[config.mk]
export PLATFORM = sky130hd
export DESIGN_NAME = bytecmd_engine
export DESIGN_NICKNAME = d
export VERILOG_FILES = /design/src/rtl/bce_pkg.sv /design/src/rtl/bce_rx_fifo.sv /design/src/rtl/bce_tx_framer.sv /design/src/rtl/bytecmd_engine.sv
export SDC_FILE = /design/constraint.sdc
export NUM_CORES = 1
export LEC_CHECK = 0
export BUFFER_PORTS_ARGS = -buffer_cell sky130_fd_sc_hd__buf_2
export CAP_MARGIN = 10
export CORE_ASPECT_RATIO = 0.5
export CORE_MARGIN = 2
export CORE_UTILIZATION = 61
export DETAILED_ROUTE_END_ITERATION = 8
export GPL_ROUTABILITY_DRIVEN = 0
export PLACE_DENSITY = 0.92
export SYNTH_ARGS = -nofsm -noshare
export SYNTH_HDL_FRONTEND = slang
export SYNTH_SLANG_ARGS = --single-unit
export TNS_END_PERCENT = 1
[constraint.sdc]
create_clock -name clk -period 8.2 [get_ports clk]
set_input_delay 0.82 -clock clk [delete_from_list [all_inputs] [get_ports clk]]
set_output_delay 0.82 -clock clk [all_outputs]
set_load 0.02 [all_outputs]
[src/rtl/bce_pkg.sv]
package bce_pkg;
  localparam logic [7:0] CMD_SOF   = 8'h55;
  localparam logic [7:0] CMD_EOF   = 8'hAA;
  localparam logic [7:0] OP_RST    = 8'h01;
  localparam logic [7:0] OP_RD     = 8'h10;
  localparam logic [7:0] OP_WR     = 8'h11;
  localparam logic [7:0] RSP_SOF   = 8'hAA;
  localparam logic [7:0] RSP_EOF   = 8'h55;
  localparam logic [7:0] ST_RD_OK  = 8'h7F;
  localparam logic [7:0] ST_WR_OK  = 8'h7E;
  localparam logic [7:0] ST_RST_OK = 8'h7D;
  localparam logic [7:0] ST_ERR    = 8'hFD;
  localparam logic [7:0] ST_UNK    = 8'hFE;

  typedef enum logic [3:0] {
    P_IDLE, P_OPC, P_ADDR, P_DATA, P_END, P_RST, P_RD, P_WR, P_RESP
  } pstate_t;
endpackage

[src/rtl/bce_rx_fifo.sv]
module bce_rx_fifo #(
  parameter int DEPTH = 4
) (
  input  logic       clk,
  input  logic       rst_n,
  input  logic       in_valid,
  output logic       in_ready,
  input  logic [7:0] in_data,
  input  logic       pop,
  output logic       nonempty,
  output logic [7:0] head
);
  localparam int AW = (DEPTH > 1) ? $clog2(DEPTH) : 1;
  localparam int CW = $clog2(DEPTH + 1);
  localparam logic [AW-1:0] LAST = AW'(DEPTH - 1);
  localparam logic [CW-1:0] FULL = CW'(DEPTH);

  logic [7:0]    mem [DEPTH];
  logic [AW-1:0] wp, rp;
  logic [CW-1:0] cnt;
  logic          push, take;

  assign in_ready = (cnt != FULL);
  assign push     = in_valid && in_ready;
  assign take     = pop && nonempty;
  assign nonempty = (cnt != '0);
  assign head     = mem[rp];

  always_ff @(posedge clk) begin
    if (push) mem[wp] <= in_data;
  end

  always_ff @(posedge clk or negedge rst_n) begin
    if (!rst_n) begin
      wp  <= '0;
      rp  <= '0;
      cnt <= '0;
    end else begin
      if (push) wp <= (wp == LAST) ? '0 : wp + 1'b1;
      if (take) rp <= (rp == LAST) ? '0 : rp + 1'b1;
      if (push && !take)      cnt <= cnt + 1'b1;
      else if (take && !push) cnt <= cnt - 1'b1;
    end
  end

  AST_FIFO_GROW: assert property (@(posedge clk) disable iff (!rst_n)
    (push && !take) |=> (cnt == $past(cnt) + 1'b1));
  AST_FIFO_POP_LEGAL: assert property (@(posedge clk) disable iff (!rst_n)
    pop |-> nonempty);
endmodule

[src/rtl/bce_tx_framer.sv]
module bce_tx_framer #(
  parameter int NB = 4
) (
  input  logic          clk,
  input  logic          rst_n,
  input  logic          ld,
  input  logic [7:0]    ld_status,
  input  logic          ld_with_data,
  input  logic [8*NB-1:0] ld_data,
  output logic          busy,
  output logic          tx_valid,
  input  logic          tx_ready,
  output logic [7:0]    tx_data
);
  import bce_pkg::*;
  localparam int IW = $clog2(NB + 3);

  logic [IW-1:0]   idx, last_idx;
  logic [7:0]      status_r;
  logic            wd_r;
  logic [8*NB-1:0] data_r;
  logic            fire;

  assign tx_valid = busy;
  assign fire     = busy && tx_ready;
  assign last_idx = wd_r ? IW'(NB + 2) : IW'(2);

  always_comb begin
    if (idx == '0)                tx_data = RSP_SOF;
    else if (idx == IW'(1))       tx_data = status_r;
    else if (idx == last_idx)     tx_data = RSP_EOF;
    else                          tx_data = data_r[8*NB-1 -: 8];
  end

  always_ff @(posedge clk or negedge rst_n) begin
    if (!rst_n) begin
      busy     <= 1'b0;
      idx      <= '0;
      status_r <= '0;
      wd_r     <= 1'b0;
      data_r   <= '0;
    end else if (!busy) begin
      if (ld) begin
        busy     <= 1'b1;
        idx      <= '0;
        status_r <= ld_status;
        wd_r     <= ld_with_data;
        data_r   <= ld_data;
      end
    end else if (fire) begin
      if (idx == last_idx) begin
        busy <= 1'b0;
      end else begin
        idx <= idx + 1'b1;
        if (idx >= IW'(2)) data_r <= data_r << 8;
      end
    end
  end

  AST_TX_HOLD: assert property (@(posedge clk) disable iff (!rst_n)
    (tx_valid && !tx_ready) |=> (tx_valid && $stable(tx_data)));
  AST_FRAME_OPEN: assert property (@(posedge clk) disable iff (!rst_n)
    $rose(tx_valid) |-> (tx_data == RSP_SOF));
endmodule

[src/rtl/bytecmd_engine.sv]
module bytecmd_engine #(
  parameter int DEPTH      = 4,
  parameter int RST_CYCLES = 4,
  parameter int ADDR_BYTES = 2,
  parameter int DATA_BYTES = 4
) (
  input  logic                    clk,
  input  logic                    rst_n,
  input  logic                    rx_valid,
  output logic                    rx_ready,
  input  logic [7:0]              rx_data,
  output logic                    tx_valid,
  input  logic                    tx_ready,
  output logic [7:0]              tx_data,
  output logic                    core_rst_n,
  output logic                    core_sel,
  output logic                    core_wr,
  output logic [8*ADDR_BYTES-1:0] core_addr,
  output logic [8*DATA_BYTES-1:0] core_wdata,
  input  logic [8*DATA_BYTES-1:0] core_rdata,
  input  logic                    core_err
);
  import bce_pkg::*;
  localparam int AWD = 8 * ADDR_BYTES;
  localparam int DWD = 8 * DATA_BYTES;
  localparam int CNW = $clog2(RST_CYCLES + ADDR_BYTES + DATA_BYTES + 1);

  pstate_t        st, st_n;
  logic [7:0]     opc, opc_n;
  logic [AWD-1:0] addr_r, addr_n;
  logic [DWD-1:0] wdat_r, wdat_n;
  logic [CNW-1:0] cnt, cnt_n;

  logic           pop, have, busy;
  logic [7:0]     b;
  logic           ld, ld_wd;
  logic [7:0]     ld_st;
  logic [DWD-1:0] ld_dat;

  bce_rx_fifo #(.DEPTH(DEPTH)) u_fifo (
    .clk(clk), .rst_n(rst_n), .in_valid(rx_valid), .in_ready(rx_ready),
    .in_data(rx_data), .pop(pop), .nonempty(have), .head(b)
  );

  bce_tx_framer #(.NB(DATA_BYTES)) u_framer (
    .clk(clk), .rst_n(rst_n), .ld(ld), .ld_status(ld_st),
    .ld_with_data(ld_wd), .ld_data(ld_dat), .busy(busy),
    .tx_valid(tx_valid), .tx_ready(tx_ready), .tx_data(tx_data)
  );

  assign core_sel   = (st == P_RD) || (st == P_WR);
  assign core_wr    = (st == P_WR);
  assign core_rst_n = (st != P_RST);
  assign core_addr  = addr_r;
  assign core_wdata = wdat_r;

  always_comb begin
    st_n   = st;
    opc_n  = opc;
    addr_n = addr_r;
    wdat_n = wdat_r;
    cnt_n  = cnt;
    ld     = 1'b0;
    ld_st  = ST_ERR;
    ld_wd  = 1'b0;
    ld_dat = '0;
    pop    = 1'b0;
    case (st)
      P_IDLE: if (have) begin
        pop = 1'b1;
        if (b == CMD_SOF) st_n = P_OPC;
      end
      P_OPC: if (have) begin
        pop   = 1'b1;
        opc_n = b;
        cnt_n = '0;
        if (b == OP_RST)                    st_n = P_END;
        else if (b == OP_RD || b == OP_WR)  st_n = P_ADDR;
        else begin
          ld    = 1'b1;
          ld_st = ST_UNK;
          st_n  = P_RESP;
        end
      end
      P_ADDR: if (have) begin
        pop    = 1'b1;
        addr_n = {addr_r[AWD-9:0], b};
        if (cnt == CNW'(ADDR_BYTES - 1)) begin
          cnt_n = '0;
          st_n  = (opc == OP_WR) ? P_DATA : P_END;
        end else begin
          cnt_n = cnt + 1'b1;
        end
      end
      P_DATA: if (have) begin
        pop    = 1'b1;
        wdat_n = {wdat_r[DWD-9:0], b};
        if (cnt == CNW'(DATA_BYTES - 1)) begin
          cnt_n = '0;
          st_n  = P_END;
        end else begin
          cnt_n = cnt + 1'b1;
        end
      end
      P_END: if (have) begin
        pop   = 1'b1;
        cnt_n = '0;
        if (b != CMD_EOF) begin
          ld    = 1'b1;
          ld_st = ST_ERR;
          st_n  = P_RESP;
        end else if (opc == OP_RST) st_n = P_RST;
        else if (opc == OP_RD)      st_n = P_RD;
        else                        st_n = P_WR;
      end
      P_RST: begin
        cnt_n = cnt + 1'b1;
        if (cnt == CNW'(RST_CYCLES - 1)) begin
          ld    = 1'b1;
          ld_st = ST_RST_OK;
          st_n  = P_RESP;
        end
      end
      P_RD: begin
        ld     = 1'b1;
        ld_st  = core_err ? ST_ERR : ST_RD_OK;
        ld_wd  = !core_err;
        ld_dat = core_rdata;
        st_n   = P_RESP;
      end
      P_WR: begin
        ld    = 1'b1;
        ld_st = core_err ? ST_ERR : ST_WR_OK;
        st_n  = P_RESP;
      end
      P_RESP: if (!busy) st_n = P_IDLE;
      default: st_n = P_IDLE;
    endcase
  end

  always_ff @(posedge clk or negedge rst_n) begin
    if (!rst_n) begin
      st     <= P_IDLE;
      opc    <= '0;
      addr_r <= '0;
      wdat_r <= '0;
      cnt    <= '0;
    end else begin
      st     <= st_n;
      opc    <= opc_n;
      addr_r <= addr_n;
      wdat_r <= wdat_n;
      cnt    <= cnt_n;
    end
  end

  AST_SEL_SINGLE: assert property (@(posedge clk) disable iff (!rst_n)
    core_sel |=> !core_sel);
  AST_WR_WITH_SEL: assert property (@(posedge clk) disable iff (!rst_n)
    core_wr |-> core_sel);
  AST_RST_QUIET: assert property (@(posedge clk) disable iff (!rst_n)
    !core_rst_n |-> (!core_sel && !tx_valid));
  AST_ACCESS_ANSWERED: assert property (@(posedge clk) disable iff (!rst_n)
    core_sel |=> tx_valid);
endmodule

# Yosys cells after proc, flatten, opt, wreduce, memory -nomap -nowiden
# Memories as Yosys holds them, arrays and structs flattened.
# Index checks and enable logic that the tools add are counted.
dict set report op_classes {
  magnitude_cmp 1
  n_bitwise 1
  addsub 6
  muxes 64
  n_eq_ne 38
  n_reduce_logical 27
}
# operator count
set op_table {}
lappend op_table {{2-to-1 mux 32 bit} 6}
lappend op_table {{2-to-1 mux 4 bit} 18}
lappend op_table {{2-to-1 mux 8 bit} 6}
lappend op_table {{equality test 8 x 5 -> 1 bit, second input constant} 4}
lappend op_table {{one-hot mux 4 bit (8 select lines)} 1}
lappend op_table {{one-hot mux 8 bit (4 select lines)} 1}
lappend op_table {{2-to-1 mux 3 bit} 8}
lappend op_table {{equality test 4 x 3 -> 1 bit, second input constant} 4}
lappend op_table {{equality test 8 x 1 -> 1 bit, second input constant} 2}
lappend op_table {{2-to-1 mux 1 bit} 16}
lappend op_table {{!= test 2 bit, second input constant} 8}
lappend op_table {{one-hot mux 4 bit (4 select lines)} 1}
lappend op_table {{equality test 4 x 2 -> 1 bit, second input constant} 3}
lappend op_table {{2-to-1 mux 2 bit} 6}
lappend op_table {{!= test 2 x 1 -> 1 bit, second input constant} 6}
lappend op_table {{AND reduction 10 bit} 1}
lappend op_table {{equality test 4 x 1 -> 1 bit, second input constant} 2}
lappend op_table {{equality test 8 x 7 -> 1 bit, second input constant} 1}
lappend op_table {{!= test 8 bit, second input constant} 1}
lappend op_table {{AND reduction 2 bit} 4}
lappend op_table {{AND reduction 4 bit} 2}
lappend op_table {{adder 3 x 1 -> 3 bit, second input constant} 2}
lappend op_table {{logical AND 1 bit} 5}
lappend op_table {{OR reduction 5 bit} 1}
lappend op_table {{21 further kinds} 28}
dict set report word_totals {
  elab_cells 151
  output_inout_bits 61
  ff_bits 116
  ramBits 32
  in_bits 45
  n_memories 1
}
# memory words width read_ports rd_clocked_by_memory_dff wr line
set memory_table {}
lappend memory_table {u_fifo.mem 4 8 1 0 1 bce_rx_fifo.sv:18} ;# logic [7:0] mem [DEPTH];

# Longest topological paths before layout
# Gate-level depths: netlist of the first run.
# An unclocked memory read counts as a cell.
dict set report logic_depth {
  ltp_word 9
  ltp_mapped 10
  ltp_nobuf 9
}

# Hierarchy
# A second synthesis of the first run with hierarchy kept.
dict set report hier_totals {
  cells_unflattened 520
  hier_area_um2 7034.2
}
# mod cells_per_inst n_inst area_per_inst_um2 seq_area_each_um2
set by_module_without_submodules {}
lappend by_module_without_submodules {bytecmd_engine 262 1 3116.7 1601.5}
lappend by_module_without_submodules {bce_tx_framer 180 1 2323.5 1126.1}
lappend by_module_without_submodules {bce_rx_fifo 78 1 1594.0 1136.1}

# Worst setup path after synthesis of the first run
# OpenSTA, ideal clock, no wires.
dict set report synth_path {
  path_kind {flip-flop to flip-flop}
  startpoint {register u_fifo.rp[0]}
  endpoint {register u_framer.data_r[12]}
  path_buffers 2
  stages_incl_launch_ff 9
  required_ps 8075
  setup_time_ps 125
  arrival_ps 2528
  synth_period_minus_slack_ps 2654
  slack_ps 5546
  cell_sequence {dfrtp_1 buf_6 mux4_2 or2_1 and3_1 a221o_2 nand2_2 buf_6 mux2_4}
}
dict set report synth_between {
  elab_chain_len 9
  elab_cells_between_ends 14
  cone_classes {eq/ne (4); mux (6); reduce/logical (3); memory (1)}
}
# item line
set synth_rtl {}
lappend synth_rtl {{start, declared} bce_rx_fifo.sv:19} ;# logic [AW-1:0] wp, rp;
lappend synth_rtl {{start signal, assigned} bce_rx_fifo.sv:40} ;# if (take) rp <= (rp == LAST) ? '0 : rp + 1'b1;
lappend synth_rtl {{memory read (4 x 8 bit) *} n/a}
lappend synth_rtl {{equality test 8 x 5 -> 1 bit} bytecmd_engine.sv:78} ;# else if (b == OP_RD || b == OP_WR) st_n = P_ADDR;
lappend synth_rtl {{logical OR 1 bit} bytecmd_engine.sv:78}
lappend synth_rtl {{2-to-1 mux 1 bit} bytecmd_engine.sv:78}
lappend synth_rtl {{2-to-1 mux 1 bit} bytecmd_engine.sv:77} ;# if (b == OP_RST) st_n = P_END;
lappend synth_rtl {{2-to-1 mux 1 bit} bytecmd_engine.sv:73} ;# P_OPC: if (have) begin
lappend synth_rtl {{one-hot mux 1 bit (4 select lines) *} bytecmd_engine.sv:68} ;# case (st)
lappend synth_rtl {{nonzero test 2 bit (no source line) *} n/a}
lappend synth_rtl {{AND reduction 4 bit (no source line) *} n/a}
lappend synth_rtl {{end signal, assigned} bce_tx_framer.sv:48} ;# data_r <= ld_data;
lappend synth_rtl {{end signal, assigned} bce_tx_framer.sv:55} ;# if (idx >= IW'(2)) data_r <= data_r << 8;
lappend synth_rtl {{end, declared} bce_tx_framer.sv:21} ;# logic [8*NB-1:0] data_r;
# Mark *: on every way between the ends. The rest lies on a longest branch, timed or not.
# A chain may end at the register's enable or synchronous reset.

# Worst setup path in the final report of the first run
dict set report layout_path {
  startpoint {register u_fifo.rp[0]}
  endpoint {register u_framer.data_r[8]}
}
# The elaborated chain is that of the path after synthesis.

==> impl_metrics.ini, run 1 <==
[cells_and_area]
areaGrowthSynthToFinish_pct = 17.7
stdcell_area_mm2 = 0.00778
drive_gt1_share_pct = 38.1
diodes = 0
final_cells = 754
layout.nets = 659

[power]
pwr-share-comb_pct = 31.4
p_sw_share_pct = 37.2
seqPwrFrac_pct = 39.5
p_leak_nw = 3.73
clock_power_share_pct = 29.1
powerDensity_mw_per_mm2 = 326
p_switching_mw = 0.942
fin_total_pwr_mw = 2.54
peakVddDrop_mv = 0.157
cell_internal_pwr_mw = 1.59

[timing]
max_freq_ghz = 0.277
finalCriticalPeriod_ns = 3.61
finalSetupViolCount = 0
finalClockSkew_ns = 0.0103
finalSetupTns_ns = 0
max-slew-margin-rel_pct = 32.9
tightest_slew_ns = 1.01
rsz0062_at_grt = false
drv_slew = 0
hold_viol = 0
fin_crit_sh_pct = 44.0
worst_slack_ns = 4.59

[global_routing]
grt_antenna_before_repair = 0
grt_max_degree = 75
gr-total-overflow = 0
track_usage_pct = 27.1
grt_pass1_vias = 4644
grt_pass1_wl_um = 24200

[setup_path]
crit_cells = 6
start_kind = register
cp.arrival_ns = 3.91
r2r_start = u_fifo.rp[0]
crit_type = register to register
crit_fanout = 24
required_ns = 8.50
cpMaxStageDelayCell = dfrtp_1
r2r-end = u_framer.data_r[8]
reg2reg_slack_ns = 4.59
slowest_delay_ns = 0.72
worst-path-buf-inv = 0
ff2ff_path_depth = 6
path_cells = mux4_2, or2_1, o41ai_2, a221o_2, nand2_2, mux2_1
path_delay_family = multiplexers
crit_path_end_kind = register

[yosys]
synthArstFlopShare_pct = 77.8
syn_inst = 502
synth_flop_cell = dfrtp_1
synth_area_mm2 = 0.00661
ys_seq_elements = 144
synthesis.nets = 560
yosys_warnings = 0
postSynthAreaPerCell_um2 = 13.2
yosysSeqAreaShare_pct = 56.9
synth-edff-count = 32
synth_cell_types = 59

[clocking]
cts_resized = 0
hold_buffers = 0
cts.clk_slew.worst_paths_ns = 0.06
cts-htree-levels = 4
ctsRootBufferMaster = clkbuf_16
cts_buffer_depth = 2
cts_sinks = 144
post-cts-setup-buffer-count = 0
cts_inserted_buffers = 17
cts_tree = built
clk_latency_ns = 0.42

[routing]
drt_first_iter_violations = 374
wl_um = 15200
drt-vias-per-instance = 6.11
vias = 4609
ant_nets = 0
dr.pass1.iters = 6
drc = 0
wl_per_cell_um = 20.1

[floorplan]
coreArea_mm2 = 0.0104
die_w_um = 151
die_y_um = 77.6
rows = 26
start_util_pct = 63.7
fp.dieArea_mm2 = 0.0117
ios = 106

[place]
dp_slack_ns = 4.66
dp_cells = 722
numPortBuffers = 105
place_area_mm2 = 0.00721
place_hpwl_um = 9770

[flow_run]
cap_violations = 0

[worst_hold_path]
min_path_type = primary input to asynchronous set/reset pin

[run_status]
status = finished, final reports clean
## metal layers
layer | GRT usage (%) | routed length (um)
met1 | 34.6 | 6150
met2 | 46.1 | 7670
met3 | 5.12 | 911
met4 | 11.0 | 433
met5 | 0 | 0
## per-stage QoR
| stage | utilization, % | hold WS (ns) |
|---|---|---|
| 4_1_cts | 75.0 | 0.376 |
| 3_3_place_gp | 69.5 | 0.469 |
| 3_5_place_dp | 69.5 | 0.477 |
| 5_1_grt | 75.0 | 0.402 |
| 6_report | 75.0 | 0.361 |
| 2_1_floorplan | - | 0.456 |
## cell type report
class / count / area [um2]
tap: 140 / 175
clock inverter: 14 / 114
multi-input combinational: 320 / 2690
timing repair buffer: 108 / 551
inverter: 10 / 37.5
sequential: 144 / 3760
fill: 566 / 2600
clock buffer: 18 / 450
## cells in the mapped netlist (all sizes together) (3+ instances only)
| cell | n | area [um2] |
|---|---|---|
| o21ai | 13 | 65.1 |
| a22o | 33 | 289 |
| inv | 9 | 33.8 |
| nor2 | 38 | 143 |
| xnor2 | 4 | 35.0 |
| nor4 | 5 | 37.5 |
| o22ai | 3 | 18.8 |
| nand2 | 30 | 115 |
| or2 | 3 | 18.8 |
| and2 | 5 | 31.3 |
| mux4 | 8 | 180 |
| nor2b | 3 | 18.8 |
| nor3 | 5 | 25.0 |
| edfxtp | 32 | 961 |
| a21oi | 18 | 90.1 |
| nand3 | 6 | 30.0 |
| clkbuf | 21 | 78.8 |
| o31ai | 3 | 22.5 |
| dfrtp | 112 | 2800 |
| nand2b | 5 | 31.3 |
| and3 | 7 | 43.8 |
| ha | 12 | 150 |
| buf | 7 | 51.3 |
| mux2 | 87 | 1050 |
## worst max-delay path by stage
| stage | startpoint | endpoint | slack [ns] |
|---|---|---|---|
| detailed placement | u_fifo.rp[0] | u_framer.data_r[8] | 4.66 |
| global placement | u_fifo.rp[0] | u_framer.data_r[10] | 4.78 |
| floorplan | u_fifo.rp[0] | u_framer.data_r[12] | 5.55 |
| global route | u_fifo.rp[0] | u_framer.data_r[8] | 4.37 |
| CTS | u_fifo.rp[0] | u_framer.data_r[8] | 4.57 |
| finish | u_fifo.rp[0] | u_framer.data_r[8] | 4.59 |
## cells in the final DEF (no fill, tap or decap), types with 3 or more instances in the layout
cell type / n
and3_1: 7
o31ai_1: 3
mux2_1: 7
nor2_1: 37
nand2_1: 29
a21oi_1: 18
mux2_4: 20
ha_1: 12
and2_1: 4
inv_8: 3
nor2b_1: 3
inv_1: 9
a22o_1: 33
nor4_1: 4
xnor2_1: 4
inv_6: 5
nand3_1: 6
dfrtp_1: 112
mux2_2: 60
buf_2: 104
clkbuf_16: 18
edfxtp_1: 32
o21ai_1: 5
mux4_2: 8
nor3_1: 4
buf_4: 4
nand2b_1: 5
o22ai_1: 3
o21ai_0: 8
## state kept, by name, indices dropped and copies added, names as in the netlist
register,flops
u_fifo.rp,2
core_addr,16
u_fifo.mem,32
core_wdata,32
u_framer.idx,3
u_fifo.wp,2
u_framer.busy,1
opc,8
u_fifo.cnt,3
u_framer.status_r,4
st,4
u_framer.data_r,32
cnt,4
u_framer.wd_r,1
## power by group through the flow
stage          logic (mW)  registers, mW  clock network (mW)
2_1_floorplan       0.612          0.951                   0
3_3_place_gp        0.727          0.997                   0
3_5_place_dp        0.767           1.01                   0
4_1_cts             0.789           1.00               0.744
5_1_grt             0.858           1.02               0.775
6_report            0.796           1.00               0.737
## logic make-up after synthesis
group                    count (synthesis)  synth area share, %
flip-flops                             144                 56.9
AND/OR/NAND/NOR                        113                 8.08
adder cells (fa/ha/maj)                 13                 2.57
multiplexers                            96                 18.8
XOR/XNOR                                 6                0.795
buffers and inverters                   38                 2.54
AO/OA/AOI/OAI                           92                 10.3
No activity file was read; power rests on OpenSTA's default activity.
==> run 2, diff against run 1 <==
CORE_UTILIZATION = 51   (was 61)
PLACE_DENSITY = 0.83   (was 0.92)
clock period = 3.15 ns   (was 8.2 ns; I/O delays follow)
==> run 2 against run 1 <==
Against the previous run:
- the run now ends with hold timing left
- first-iteration DRC count fell by 1.6%
- final cell count rose by 5.2%
- critical path depth rose by 1
- register-to-register slack got worse by 4.4 ns
- via count fell by 2.6%
- die area rose by 19%
- sequential power rose to 2.6 times the previous value
- clock power rose to 2.9 times the previous value
- flip-flop and latch count did not move
- design area rose by 2.5%
- global-route usage fell by 5.5 points
- sequential share of layout area fell by 1.2 points
- critical endpoint is now u_framer.data_r[0]
- highest routed layer unchanged
==> impl_metrics.ini, run 2 (same netlist as run 1, synthesis figures left out) <==
[run_status]
status = finished, violations left
violations = hold timing

[setup_path]
path_cells = mux4_2, or2_1, o41ai_2, a221o_2, buf_4, and2_1, a22o_1
worst-path-buf-inv = 1
cp.arrival_ns = 3.27
path_delay_family = compound AO/OA/AOI/OAI gates
reg2reg_slack_ns = 0.23
slowest_delay_ns = 0.63
crit_fanout = 12
start_kind = register
ff2ff_path_depth = 7
required_ns = 3.50
crit_path_end_kind = register
r2r_start = u_fifo.rp[0]
cpMaxStageDelayCell = mux4_2
crit_type = register to register
r2r-end = u_framer.data_r[0]

[routing]
vias = 4487
drt_first_iter_violations = 368
drc = 0
ant_nets = 0
drt-vias-per-instance = 5.66
wl_um = 14100
dr.pass1.iters = 4
wl_per_cell_um = 17.8

[floorplan]
start_util_pct = 52.2
coreArea_mm2 = 0.0127
die_y_um = 84.5
ios = 106
rows = 29
fp.dieArea_mm2 = 0.0139
die_w_um = 165

[cells_and_area]
layout.nets = 668
drive_gt1_share_pct = 39.2
diodes = 0
layout_commonest_cell = dfrtp_1
final_cells = 793
stdcell_area_mm2 = 0.00798
areaGrowthSynthToFinish_pct = 20.6
layout_common_cells = 111 x dfrtp_1, 104 x buf_2, 60 x mux2_2

[power]
peakVddDrop_mv = 0.507
cell_internal_pwr_mw = 4.44
pwr-share-comb_pct = 31.5
seqPwrFrac_pct = 37.4
p_sw_share_pct = 34.8
clock_power_share_pct = 31.1
p_leak_nw = 3.81
powerDensity_mw_per_mm2 = 854
p_switching_mw = 2.37
fin_total_pwr_mw = 6.81

[timing]
fin_worst_hold_slack_ns = -0.0156
max-slew-margin-rel_pct = 44.3
hold_viol = 4
max_freq_ghz = 0.343
rsz0062_at_grt = false
finalSetupViolCount = 0
drv_slew = 0
finalSetupTns_ns = 0
finalClockSkew_ns = 0.0111
fin_crit_sh_pct = 92.6
finalCriticalPeriod_ns = 2.92
tightest_slew_ns = 0.835

[place]
numPortBuffers = 105
place_area_mm2 = 0.00734
dp_cells = 761
place_hpwl_um = 9540

[clocking]
ctsRootBufferMaster = clkbuf_16
cts_inserted_buffers = 17
cts_tree = built
post-cts-setup-buffer-count = 0
cts_sinks = 144
cts-htree-levels = 4
clk_latency_ns = 0.42
cts_buffer_depth = 2
cts.clk_slew.worst_paths_ns = 0.06

[global_routing]
grt_pass1_wl_um = 23400
track_usage_pct = 21.7
grt_max_degree = 65
grt_antenna_before_repair = 0
grt_pass1_vias = 4480
gr-total-overflow = 0

[flow_run]
cap_violations = 0

[worst_hold_path]
min_path_type = primary input to asynchronous set/reset pin
[run 2: how the worst max path moves through the flow]
stage                 start                   to  slack [ns]  cells after the start
2_1_floorplan  u_fifo.rp[0]  u_framer.data_r[12]        0.50                      8
3_3_place_gp   u_fifo.rp[0]   u_framer.data_r[4]        0.21                      7
3_5_place_dp   u_fifo.rp[0]   u_framer.data_r[1]        0.09                      7
4_1_cts        u_fifo.rp[0]   u_framer.data_r[0]        0.02                      7
5_1_grt        u_fifo.rp[0]   u_framer.data_r[0]        0.05                      7
6_report       u_fifo.rp[0]   u_framer.data_r[0]        0.23                      7
[run 2: repair_timing]
item / CTS / global route
hold buffers: 0 / 0
resized for setup: 0 / 1
setup endpoints to repair: 0 / 32
[run 2: area by class of cell]
cell class / count / area (um2)
flip-flops and latches: 144 / 3760
fillers: 939 / 4690
repair buffers: 117 / 643
well taps: 170 / 213
multi-input cells: 320 / 2690
clock buffers: 21 / 493
clock inverters: 11 / 138
inverters: 10 / 37.5
[run 2: routing by layer]
layer,vias to the layer above,GRT usage (%),routed length (um)
li1,2070,-,-
met1,2274,30.6,6580
met2,128,32.8,6680
met3,15,6.13,716
met4,0,6.56,151
met5,-,0,0
[run 2: stage by stage]
stage | setup slack, ns | utilization (%)
4_1_cts | 0.0241 | 63.0
3_3_place_gp | 0.209 | 58.0
6_report | 0.232 | 63.0
2_1_floorplan | 0.496 | -
5_1_grt | 0.0452 | 63.0
3_5_place_dp | 0.0872 | 58.0
[run 2: power by group through the flow]
stage	clock network, mW	logic [mW]	registers [mW]
after CTS	2.15	2.15	2.54
after floorplan	0	1.59	2.47
after detailed placement	0	2.13	2.57
after global routing	2.24	2.36	2.60
final	2.12	2.15	2.55
after global placement	0	2.05	2.55
